`config.mk`:
```
export PLATFORM = sky130hd
export DESIGN_NAME = thermal_watch
export DESIGN_NICKNAME = d
export VERILOG_FILES = /design/src/rtl/tw_pkg.sv /design/src/rtl/tw_regs.sv /design/src/rtl/tw_chan.sv /design/src/rtl/tw_seq.sv /design/src/rtl/thermal_watch.sv
export SDC_FILE = /design/constraint.sdc
export NUM_CORES = 1
export LEC_CHECK = 0
export BUFFER_PORTS_ARGS = -buffer_cell sky130_fd_sc_hd__buf_2
export CAP_MARGIN = 20
export CELL_PAD_IN_SITES_DETAIL_PLACEMENT = 1
export CELL_PAD_IN_SITES_GLOBAL_PLACEMENT = 1
export CORE_MARGIN = 2
export CORE_UTILIZATION = 54
export CTS_BUF_LIST = sky130_fd_sc_hd__clkbuf_4 sky130_fd_sc_hd__clkbuf_8
export CTS_CLUSTER_DIAMETER = 200
export DETAILED_ROUTE_END_ITERATION = 8
export MAX_ROUTING_LAYER = met4
export PLACE_DENSITY = 0.94
export SLEW_MARGIN = 40
export SYNTH_ARGS = -nofsm -noshare
export SYNTH_HDL_FRONTEND = slang
export SYNTH_HIERARCHICAL = 1
export SYNTH_SLANG_ARGS = --single-unit
```
`constraint.sdc`:
```
create_clock -name clk -period 3.8 [get_ports clk]
set_clock_uncertainty 0.15 [all_clocks]
set_input_delay 0.76 -clock clk [delete_from_list [all_inputs] [get_ports clk]]
set_output_delay 0.76 -clock clk [all_outputs]
set_load 0.03 [all_outputs]
```
`src/rtl/tw_pkg.sv`:
```
package tw_pkg;
    typedef enum logic [2:0] {
        ST_IDLE,
        ST_GAP,
        ST_LAUNCH,
        ST_BUSY,
        ST_JUDGE
    } seq_state_t;

    localparam int unsigned ADDR_CTRL  = 0;
    localparam int unsigned ADDR_ROUTE = 1;
    localparam int unsigned ADDR_FLAGS = 2;
    localparam int unsigned ADDR_PNORM = 3;
    localparam int unsigned ADDR_PFAST = 4;
    localparam int unsigned ADDR_DIRQ  = 5;
    localparam int unsigned ADDR_DSHUT = 6;
    localparam int unsigned ADDR_TIRQ  = 8;
    localparam int unsigned ADDR_TSHUT = 12;
endpackage

```
`src/rtl/tw_regs.sv`:
```
module tw_regs
    import tw_pkg::*;
#(
    parameter int unsigned NCH       = 4,
    parameter int unsigned DW        = 10,
    parameter int unsigned PW        = 18,
    parameter int unsigned DBW       = 4,
    parameter int unsigned PNORM_RST = 187500,
    parameter int unsigned PFAST_RST = 37500,
    parameter int unsigned DEB_RST   = 4,
    localparam int unsigned CW       = $clog2(NCH)
) (
    input  logic                    clk,
    input  logic                    rst_n,
    input  logic                    reg_wr,
    input  logic [4:0]              reg_addr,
    input  logic [31:0]             reg_wdata,
    output logic [31:0]             reg_rdata,
    input  logic [NCH-1:0]          irq_pend,
    input  logic [NCH-1:0]          shut_pend,
    input  logic [CW-1:0]           last_shut,
    output logic                    auto_go,
    output logic [NCH-1:0]          chan_en,
    output logic                    shut_inv,
    output logic [NCH-1:0]          irq_en,
    output logic [NCH-1:0]          clk_en,
    output logic [NCH-1:0]          pin_en,
    output logic [PW-1:0]           per_norm,
    output logic [PW-1:0]           per_fast,
    output logic [DBW-1:0]          deb_irq,
    output logic [DBW-1:0]          deb_shut,
    output logic [NCH-1:0][DW-1:0]  thr_irq,
    output logic [NCH-1:0][DW-1:0]  thr_shut,
    output logic [NCH-1:0]          clr_irq,
    output logic [NCH-1:0]          clr_shut
);
    logic unused_wdata;
    assign unused_wdata = ^reg_wdata[31:PW];

    logic wr_flags;
    assign wr_flags = reg_wr && (reg_addr == 5'(ADDR_FLAGS));
    assign clr_irq  = wr_flags ? reg_wdata[NCH-1:0] : '0;
    assign clr_shut = wr_flags ? reg_wdata[2*NCH-1:NCH] : '0;

    always_ff @(posedge clk or negedge rst_n) begin
        if (!rst_n) begin
            auto_go  <= 1'b0;
            chan_en  <= '0;
            shut_inv <= 1'b0;
            irq_en   <= '0;
            clk_en   <= '0;
            pin_en   <= '0;
            per_norm <= PW'(PNORM_RST);
            per_fast <= PW'(PFAST_RST);
            deb_irq  <= DBW'(DEB_RST);
            deb_shut <= DBW'(DEB_RST);
            thr_irq  <= '1;
            thr_shut <= '1;
        end else if (reg_wr) begin
            if (reg_addr == 5'(ADDR_CTRL)) begin
                auto_go  <= reg_wdata[0];
                chan_en  <= reg_wdata[NCH:1];
                shut_inv <= reg_wdata[NCH+1];
            end
            if (reg_addr == 5'(ADDR_ROUTE)) begin
                irq_en <= reg_wdata[NCH-1:0];
                clk_en <= reg_wdata[2*NCH-1:NCH];
                pin_en <= reg_wdata[3*NCH-1:2*NCH];
            end
            if (reg_addr == 5'(ADDR_PNORM)) per_norm <= reg_wdata[PW-1:0];
            if (reg_addr == 5'(ADDR_PFAST)) per_fast <= reg_wdata[PW-1:0];
            if (reg_addr == 5'(ADDR_DIRQ))  deb_irq  <= reg_wdata[DBW-1:0];
            if (reg_addr == 5'(ADDR_DSHUT)) deb_shut <= reg_wdata[DBW-1:0];
            for (int c = 0; c < NCH; c++) begin
                if (reg_addr == 5'(ADDR_TIRQ + c))  thr_irq[c]  <= reg_wdata[DW-1:0];
                if (reg_addr == 5'(ADDR_TSHUT + c)) thr_shut[c] <= reg_wdata[DW-1:0];
            end
        end
    end

    always_comb begin
        reg_rdata = '0;
        if (reg_addr == 5'(ADDR_CTRL))  reg_rdata[NCH+1:0]   = {shut_inv, chan_en, auto_go};
        if (reg_addr == 5'(ADDR_ROUTE)) reg_rdata[3*NCH-1:0] = {pin_en, clk_en, irq_en};
        if (reg_addr == 5'(ADDR_FLAGS)) reg_rdata[2*NCH+CW-1:0] = {last_shut, shut_pend, irq_pend};
        if (reg_addr == 5'(ADDR_PNORM)) reg_rdata[PW-1:0]    = per_norm;
        if (reg_addr == 5'(ADDR_PFAST)) reg_rdata[PW-1:0]    = per_fast;
        if (reg_addr == 5'(ADDR_DIRQ))  reg_rdata[DBW-1:0]   = deb_irq;
        if (reg_addr == 5'(ADDR_DSHUT)) reg_rdata[DBW-1:0]   = deb_shut;
        for (int c = 0; c < NCH; c++) begin
            if (reg_addr == 5'(ADDR_TIRQ + c))  reg_rdata[DW-1:0] = thr_irq[c];
            if (reg_addr == 5'(ADDR_TSHUT + c)) reg_rdata[DW-1:0] = thr_shut[c];
        end
    end
endmodule

```
`src/rtl/tw_chan.sv`:
```
module tw_chan #(
    parameter int unsigned DW  = 10,
    parameter int unsigned DBW = 4
) (
    input  logic           clk,
    input  logic           rst_n,
    input  logic           smp_vld,
    input  logic [DW-1:0]  smp_data,
    input  logic [DW-1:0]  thr_irq,
    input  logic [DW-1:0]  thr_shut,
    input  logic [DBW-1:0] deb_irq,
    input  logic [DBW-1:0] deb_shut,
    input  logic           clr_irq,
    input  logic           clr_shut,
    output logic           irq_pend,
    output logic           shut_pend,
    output logic           shut_hit,
    output logic           above
);
    logic [DBW-1:0] irq_run, shut_run;
    logic [DBW-1:0] goal_i, goal_s;
    logic [DBW:0]   nx_i, nx_s;
    logic           over_i, over_s, step_i, step_s;

    assign over_i = smp_data > thr_irq;
    assign over_s = smp_data > thr_shut;
    assign goal_i = (deb_irq == '0) ? DBW'(1) : deb_irq;
    assign goal_s = (deb_shut == '0) ? DBW'(1) : deb_shut;
    assign nx_i   = {1'b0, irq_run} + 1'b1;
    assign nx_s   = {1'b0, shut_run} + 1'b1;
    assign step_i = smp_vld && over_i && (nx_i >= {1'b0, goal_i});
    assign step_s = smp_vld && over_s && (nx_s >= {1'b0, goal_s});
    assign shut_hit = step_s && !shut_pend;

    always_ff @(posedge clk or negedge rst_n) begin
        if (!rst_n) begin
            irq_run   <= '0;
            shut_run  <= '0;
            irq_pend  <= 1'b0;
            shut_pend <= 1'b0;
            above     <= 1'b0;
        end else begin
            if (smp_vld) begin
                irq_run  <= !over_i ? '0 : ((&irq_run) ? irq_run : irq_run + 1'b1);
                shut_run <= !over_s ? '0 : ((&shut_run) ? shut_run : shut_run + 1'b1);
                above    <= over_i || over_s;
            end
            if (step_i)       irq_pend  <= 1'b1;
            else if (clr_irq) irq_pend  <= 1'b0;
            if (step_s)        shut_pend <= 1'b1;
            else if (clr_shut) shut_pend <= 1'b0;
        end
    end

    a_r6_irq_cause: assert property (@(posedge clk) disable iff (!rst_n)
        $rose(irq_pend) |-> $past(smp_vld && (smp_data > thr_irq)));
    a_r7_shut_cause: assert property (@(posedge clk) disable iff (!rst_n)
        $rose(shut_pend) |-> $past(smp_vld && (smp_data > thr_shut)));
    a_r8_irq_sticky: assert property (@(posedge clk) disable iff (!rst_n)
        (irq_pend && !clr_irq) |=> irq_pend);
    a_r8_shut_sticky: assert property (@(posedge clk) disable iff (!rst_n)
        (shut_pend && !clr_shut) |=> shut_pend);
endmodule

```
`src/rtl/tw_seq.sv`:
```
module tw_seq
    import tw_pkg::*;
#(
    parameter int unsigned NCH = 4,
    parameter int unsigned PW  = 18,
    localparam int unsigned CW = $clog2(NCH)
) (
    input  logic           clk,
    input  logic           rst_n,
    input  logic           auto_go,
    input  logic [NCH-1:0] chan_en,
    input  logic           hot,
    input  logic [PW-1:0]  per_norm,
    input  logic [PW-1:0]  per_fast,
    input  logic           adc_done,
    output logic           adc_start,
    output logic [CW-1:0]  adc_chan,
    output logic           smp_vld
);
    seq_state_t     state, state_nx;
    logic [PW-1:0]  gap_cnt;
    logic [CW-1:0]  cur_ch;
    logic           runnable;

    assign runnable = auto_go && (chan_en != '0);

    function automatic logic [CW-1:0] pick(input logic [NCH-1:0] en, input logic [CW-1:0] from);
        logic [CW-1:0] r;
        logic [CW-1:0] idx;
        r = from;
        for (int k = NCH; k >= 1; k--) begin
            idx = CW'((int'(from) + k) % NCH);
            if (en[idx]) r = idx;
        end
        return r;
    endfunction

    function automatic logic [PW-1:0] span(input logic [PW-1:0] p);
        return (p == '0) ? '0 : p - 1'b1;
    endfunction

    always_comb begin
        state_nx = state;
        unique case (state)
            ST_IDLE:   if (runnable) state_nx = ST_LAUNCH;
            ST_GAP:    if (!runnable) state_nx = ST_IDLE;
                       else if (gap_cnt == '0) state_nx = ST_LAUNCH;
            ST_LAUNCH: state_nx = ST_BUSY;
            ST_BUSY:   if (adc_done) state_nx = ST_JUDGE;
            ST_JUDGE:  state_nx = ST_GAP;
            default:   state_nx = ST_IDLE;
        endcase
    end

    always_ff @(posedge clk or negedge rst_n) begin
        if (!rst_n) state <= ST_IDLE;
        else        state <= state_nx;
    end

    always_ff @(posedge clk or negedge rst_n) begin
        if (!rst_n) begin
            gap_cnt <= '0;
            cur_ch  <= CW'(NCH - 1);
        end else begin
            if (state == ST_JUDGE)
                gap_cnt <= hot ? span(per_fast) : span(per_norm);
            else if (state == ST_GAP && gap_cnt != '0)
                gap_cnt <= gap_cnt - 1'b1;
            if (state_nx == ST_IDLE)
                cur_ch <= CW'(NCH - 1);
            else if (state_nx == ST_LAUNCH && state != ST_LAUNCH)
                cur_ch <= pick(chan_en, cur_ch);
        end
    end

    always_comb begin
        adc_start = (state == ST_LAUNCH);
        smp_vld   = (state == ST_BUSY) && adc_done;
        adc_chan  = cur_ch;
    end

    a_r3_start_pulse: assert property (@(posedge clk) disable iff (!rst_n)
        adc_start |=> !adc_start);
    a_r3_chan_hold: assert property (@(posedge clk) disable iff (!rst_n)
        (state == ST_BUSY) |-> $stable(adc_chan));
    a_r2_start_needs_go: assert property (@(posedge clk) disable iff (!rst_n)
        $rose(adc_start) |-> $past(auto_go));
    a_r4_no_early_launch: assert property (@(posedge clk) disable iff (!rst_n)
        (state == ST_GAP && gap_cnt != '0) |=> (state != ST_LAUNCH));
endmodule

```
`src/rtl/thermal_watch.sv`:
```
module thermal_watch
    import tw_pkg::*;
#(
    parameter int unsigned NCH       = 4,
    parameter int unsigned DW        = 10,
    parameter int unsigned PW        = 18,
    parameter int unsigned DBW       = 4,
    parameter int unsigned PNORM_RST = 187500,
    parameter int unsigned PFAST_RST = 37500,
    parameter int unsigned DEB_RST   = 4
) (
    input  logic                      clk,
    input  logic                      rst_n,
    input  logic                      reg_wr,
    input  logic [4:0]                reg_addr,
    input  logic [31:0]               reg_wdata,
    output logic [31:0]               reg_rdata,
    output logic                      adc_start,
    output logic [$clog2(NCH)-1:0]    adc_chan,
    input  logic                      adc_done,
    input  logic [DW-1:0]             adc_data,
    output logic                      irq,
    output logic                      shut_to_clkrst,
    output logic                      shut_to_pin
);
    localparam int unsigned CW = $clog2(NCH);

    logic                   auto_go, shut_inv, hot, smp_vld;
    logic [NCH-1:0]         chan_en, irq_en, clk_en, pin_en;
    logic [NCH-1:0]         clr_irq, clr_shut, irq_pend, shut_pend, shut_hit, above;
    logic [PW-1:0]          per_norm, per_fast;
    logic [DBW-1:0]         deb_irq, deb_shut;
    logic [NCH-1:0][DW-1:0] thr_irq, thr_shut;
    logic [CW-1:0]          last_shut;

    tw_regs #(
        .NCH(NCH), .DW(DW), .PW(PW), .DBW(DBW),
        .PNORM_RST(PNORM_RST), .PFAST_RST(PFAST_RST), .DEB_RST(DEB_RST)
    ) u_regs (
        .clk(clk), .rst_n(rst_n),
        .reg_wr(reg_wr), .reg_addr(reg_addr), .reg_wdata(reg_wdata), .reg_rdata(reg_rdata),
        .irq_pend(irq_pend), .shut_pend(shut_pend), .last_shut(last_shut),
        .auto_go(auto_go), .chan_en(chan_en), .shut_inv(shut_inv),
        .irq_en(irq_en), .clk_en(clk_en), .pin_en(pin_en),
        .per_norm(per_norm), .per_fast(per_fast),
        .deb_irq(deb_irq), .deb_shut(deb_shut),
        .thr_irq(thr_irq), .thr_shut(thr_shut),
        .clr_irq(clr_irq), .clr_shut(clr_shut)
    );

    tw_seq #(.NCH(NCH), .PW(PW)) u_seq (
        .clk(clk), .rst_n(rst_n),
        .auto_go(auto_go), .chan_en(chan_en), .hot(hot),
        .per_norm(per_norm), .per_fast(per_fast),
        .adc_done(adc_done), .adc_start(adc_start), .adc_chan(adc_chan),
        .smp_vld(smp_vld)
    );

    for (genvar c = 0; c < NCH; c++) begin : g_ch
        tw_chan #(.DW(DW), .DBW(DBW)) u_ch (
            .clk(clk), .rst_n(rst_n),
            .smp_vld(smp_vld && (adc_chan == CW'(c))),
            .smp_data(adc_data),
            .thr_irq(thr_irq[c]), .thr_shut(thr_shut[c]),
            .deb_irq(deb_irq), .deb_shut(deb_shut),
            .clr_irq(clr_irq[c]), .clr_shut(clr_shut[c]),
            .irq_pend(irq_pend[c]), .shut_pend(shut_pend[c]),
            .shut_hit(shut_hit[c]), .above(above[c])
        );

        a_r10_last_tracks: assert property (@(posedge clk) disable iff (!rst_n)
            shut_hit[c] |=> (last_shut == CW'(c)));
    end

    assign hot = |(above & chan_en);

    always_ff @(posedge clk or negedge rst_n) begin
        if (!rst_n) begin
            last_shut <= '0;
        end else begin
            for (int c = 0; c < NCH; c++) begin
                if (shut_hit[c]) last_shut <= CW'(c);
            end
        end
    end

    assign irq            = |(irq_pend & irq_en);
    assign shut_to_clkrst = (|(shut_pend & clk_en)) ^ shut_inv;
    assign shut_to_pin    = (|(shut_pend & pin_en)) ^ shut_inv;

    a_r9_clk_idle: assert property (@(posedge clk) disable iff (!rst_n)
        ((shut_pend & clk_en) == '0) |-> (shut_to_clkrst == shut_inv));
endmodule

```
==> run summary <==
Status: finished with violations
Failing checks: negative setup slack
Initial antenna violation count: 0
Worst-Margin Slew: 0.764 ns
Clk pin slew, worst setup/hold paths: 0.06 ns
CP top delay family: compound AO/OA/AOI/OAI gates
Crit path time final: 3.81 ns
Final antenna-violating net count: 0
# fillers: 3,080
Power per cell area: 556 nW/um^2
DR vias: 13,900
Max frequency: 263 MHz
Inst Count DP: 1,982
Area grow syn2layout: 11.4%
CTS max path bufs: 3
Min-Delay Path Class: input pin to async pin
Post-Route WL: 56.8 mm
Worst-Skew Late Latency: 0.56 ns
Post-layout util: 0.608
First drt pass iteration count: 5
Starting Density: 0.546
Cell Rows: 61
Iter 0 DRT Violations: 1,205
Num CTS Buffers: 39
Post-synth top area share: 0.180
Final setup TNS: -0.00936 ns
Mapped Area: 15,100 um^2
CP max stage cell: a211oi_1
Hold WS: 0.0709 ns
Prevailing post-synth register cell: dfrtp_1
RD Place Congestion: 0.958
Leakage power total: 0.00747 uW
Largest net degree at the start of global routing: 68
I/O Buffers: 60
I/O pin count: 89
Slew Limit Headroom: 0.491
Clk sinks: 211
Total track usage: 0.400
Drt drc: 0
Synth Instances: 1,554
Layout cell share with drive strength beyond 1: 0.294
Vias per cell: 6.79
Root Driver: clkbuf_8
Crit path capture type: output port
Non-filler cells, final: 2,052
Crit path largest cell delay: 0.56 ns
Routed len/inst: 27.7 um
Post-synth ARST share: 1.00
Startpoint Class: input pin
Register area: 5410 um^2
CP max FO: 14
Max Slew Vio Count: 0
Core box area: 27,700 um^2
Commonest non-fill, non-tap cell in the layout: inv_1
Final Setup Violations: 1
CP required: 2.89 ns
TritonCTS clock tree: done
Die Span Y: 171 um
Max H-tree Level: 2
Setup Slack @ Placement: 0.139 ns
Die area: 29,400 um^2
HPWL after detailed placement: 39.1 mm
First-pass GRT wire length: 86.9 mm
RSZ-0062 raised after global routing: false
Cts-stage hold buffer count: 0
Die width: 171 um
GRT Residual Overflow: 0
Synth top area cells: dfrtp_1, dfstp_2, mux2_2
Register area share after synthesis: 0.357
Crit path DAT: 2.90 ns
Critical path, cell by cell: buf_2 > buf_4 > nor2b_1 > buf_4 > a22oi_1 > nor3_1 > a211oi_1 > o22ai_2 > buf_2
Crit Path Class: input pin to output port
Final Cycle Share: 1.00
Most frequent cells in the layout: inv_1, mux2_2, ha_1, dfrtp_1, dfstp_2
Setup ws final: -0.00936 ns
Area of the multi-input gates: 8800 um^2
VDD IR max: 372 uV
Post CTS Setup Buffer Count: 0
Hold Violations, Final: 0
Yosys top cell by area: dfrtp_1
Max_cap viols: 0
Vias in the first global route: 15,100
Yosys Warn Count: 6
Syn_area_per_cell: 9.74 um^2
Final net count: 1,819
#FFs+latches synth: 211
Buf/Inv on CP: 4
Synth cell types: 89
Post-synth EDFFs: 0
==> cells by family after synthesis <==
family / synth area share
simple gates: 0.142
compound gates: 0.180
buf+inv: 0.0644
flops: 0.357
mux: 0.126
fa+ha+maj: 0.102
xor+xnor: 0.0278
other cells: 0.000248
==> sequential cells by signal, indices dropped and copies added, names as in the netlist <==
signal and flops:
u_regs/thr_irq 40, u_regs/thr_shut 40, u_regs/per_fast 18, u_regs/per_norm 18, u_seq/gap_cnt 18, g_ch.u_ch/irq_run 16, g_ch.u_ch/shut_run 16, g_ch.u_ch/above 4
g_ch.u_ch/irq_pend 4, g_ch.u_ch/shut_pend 4, u_regs/chan_en 4, u_regs/clk_en 4, u_regs/deb_irq 4, u_regs/deb_shut 4, u_regs/irq_en 4, u_regs/pin_en 4
u_seq/state 3, last_shut 2, u_seq/adc_chan 2, u_regs/auto_go 1, u_regs/shut_inv 1
==> worst paths after layout <==
check	from	to	slack (ns)	cells past startpoint
max reg2reg	u_regs/thr_shut[7]$_DFFE_PN1P_	last_shut[1]$_DFFE_PN0P_	0.75	9
min in group clk	reg_wdata[17]	u_regs/per_fast[17]$_DFFE_PN0P_	0.32	2
max	reg_addr[2]	reg_rdata[7]	-0.009	9
min	rst_n	u_regs/per_fast[13]$_DFFE_PN0P_	0.07	1
max in group asynchronous	rst_n	u_seq/adc_chan[0]$_DFFE_PN1P_	2.50	2
min reg2reg	u_seq/gap_cnt[9]$_DFFE_PN0P_	u_seq/gap_cnt[9]$_DFFE_PN0P_	0.39	1
==> through the flow <==
stage | instance area, um^2 | total power (uW)
6_report | 16900 | 9370
5_1_grt | 16900 | 9780
4_1_cts | 16800 | 9280
3_5_place_dp | 16000 | 6670
3_3_place_gp | 16000 | 6330
2_1_floorplan | 15200 | 5550
==> final cells by class <==
type	instances	share of cell area
multi-input combinational	1120	0.522
sequential	211	0.321
clock buffer	65	0.0486
timing repair buffer	105	0.0400
inverter	168	0.0374
tap	378	0.0281
clock inverter	4	0.00267
antenna	1	0.000148
==> cell usage after synthesis (6+ instances only) <==
cell type	count
inv_1	168
mux2_2	141
ha_1	123
dfrtp_1	109
dfstp_2	102
a21oi_1	85
nor2_1	82
nand2_1	72
o21ai_0	53
nand3_1	33
nor3_1	33
clkbuf_1	31
o22ai_1	30
xnor2_1	27
nand2b_1	24
nand4_1	24
xor2_1	21
a31oi_1	20
a211oi_1	19
a22o_1	18
and3_1	17
buf_4	17
a22oi_1	14
buf_2	14
mux2_4	14
o211ai_1	14
nor4_1	12
or3_1	12
mux2i_1	11
a31o_2	9
and2_1	9
nor2b_1	9
o21ai_1	9
a21o_1	8
o31ai_1	8
nor3b_1	7
o32ai_1	7
a221oi_1	6
o2bb2ai_1	6
or4_1	6
==> layer usage <==
layer | global-route usage | vias up | part of all wire
met3 | 0.0690 | 296 | 0.065
met4 | 0.265 | 0 | 0.075
met5 | - | - | 0
met2 | 0.670 | 712 | 0.48
met1 | 0.439 | 7047 | 0.37
li1 | - | 5881 | -
==> report_power, final <==
| group | internal (uW) | total, uW | switching [uW] |
|---|---|---|---|
| sequential | 2910 | 3690 | 775 |
| clock | 1420 | 2480 | 1060 |
| combinational | 1310 | 3200 | 1900 |
| total | 5650 | 9370 | 3730 |
==> what timing repair did <==
| action | CTS | global route |
|---|---|---|
| gates resized for setup | 0 | 2 |
| hold endpoints to repair | 0 | 0 |
| setup endpoints to repair | 0 | 1 |
Power figures use the tool's default switching activity.
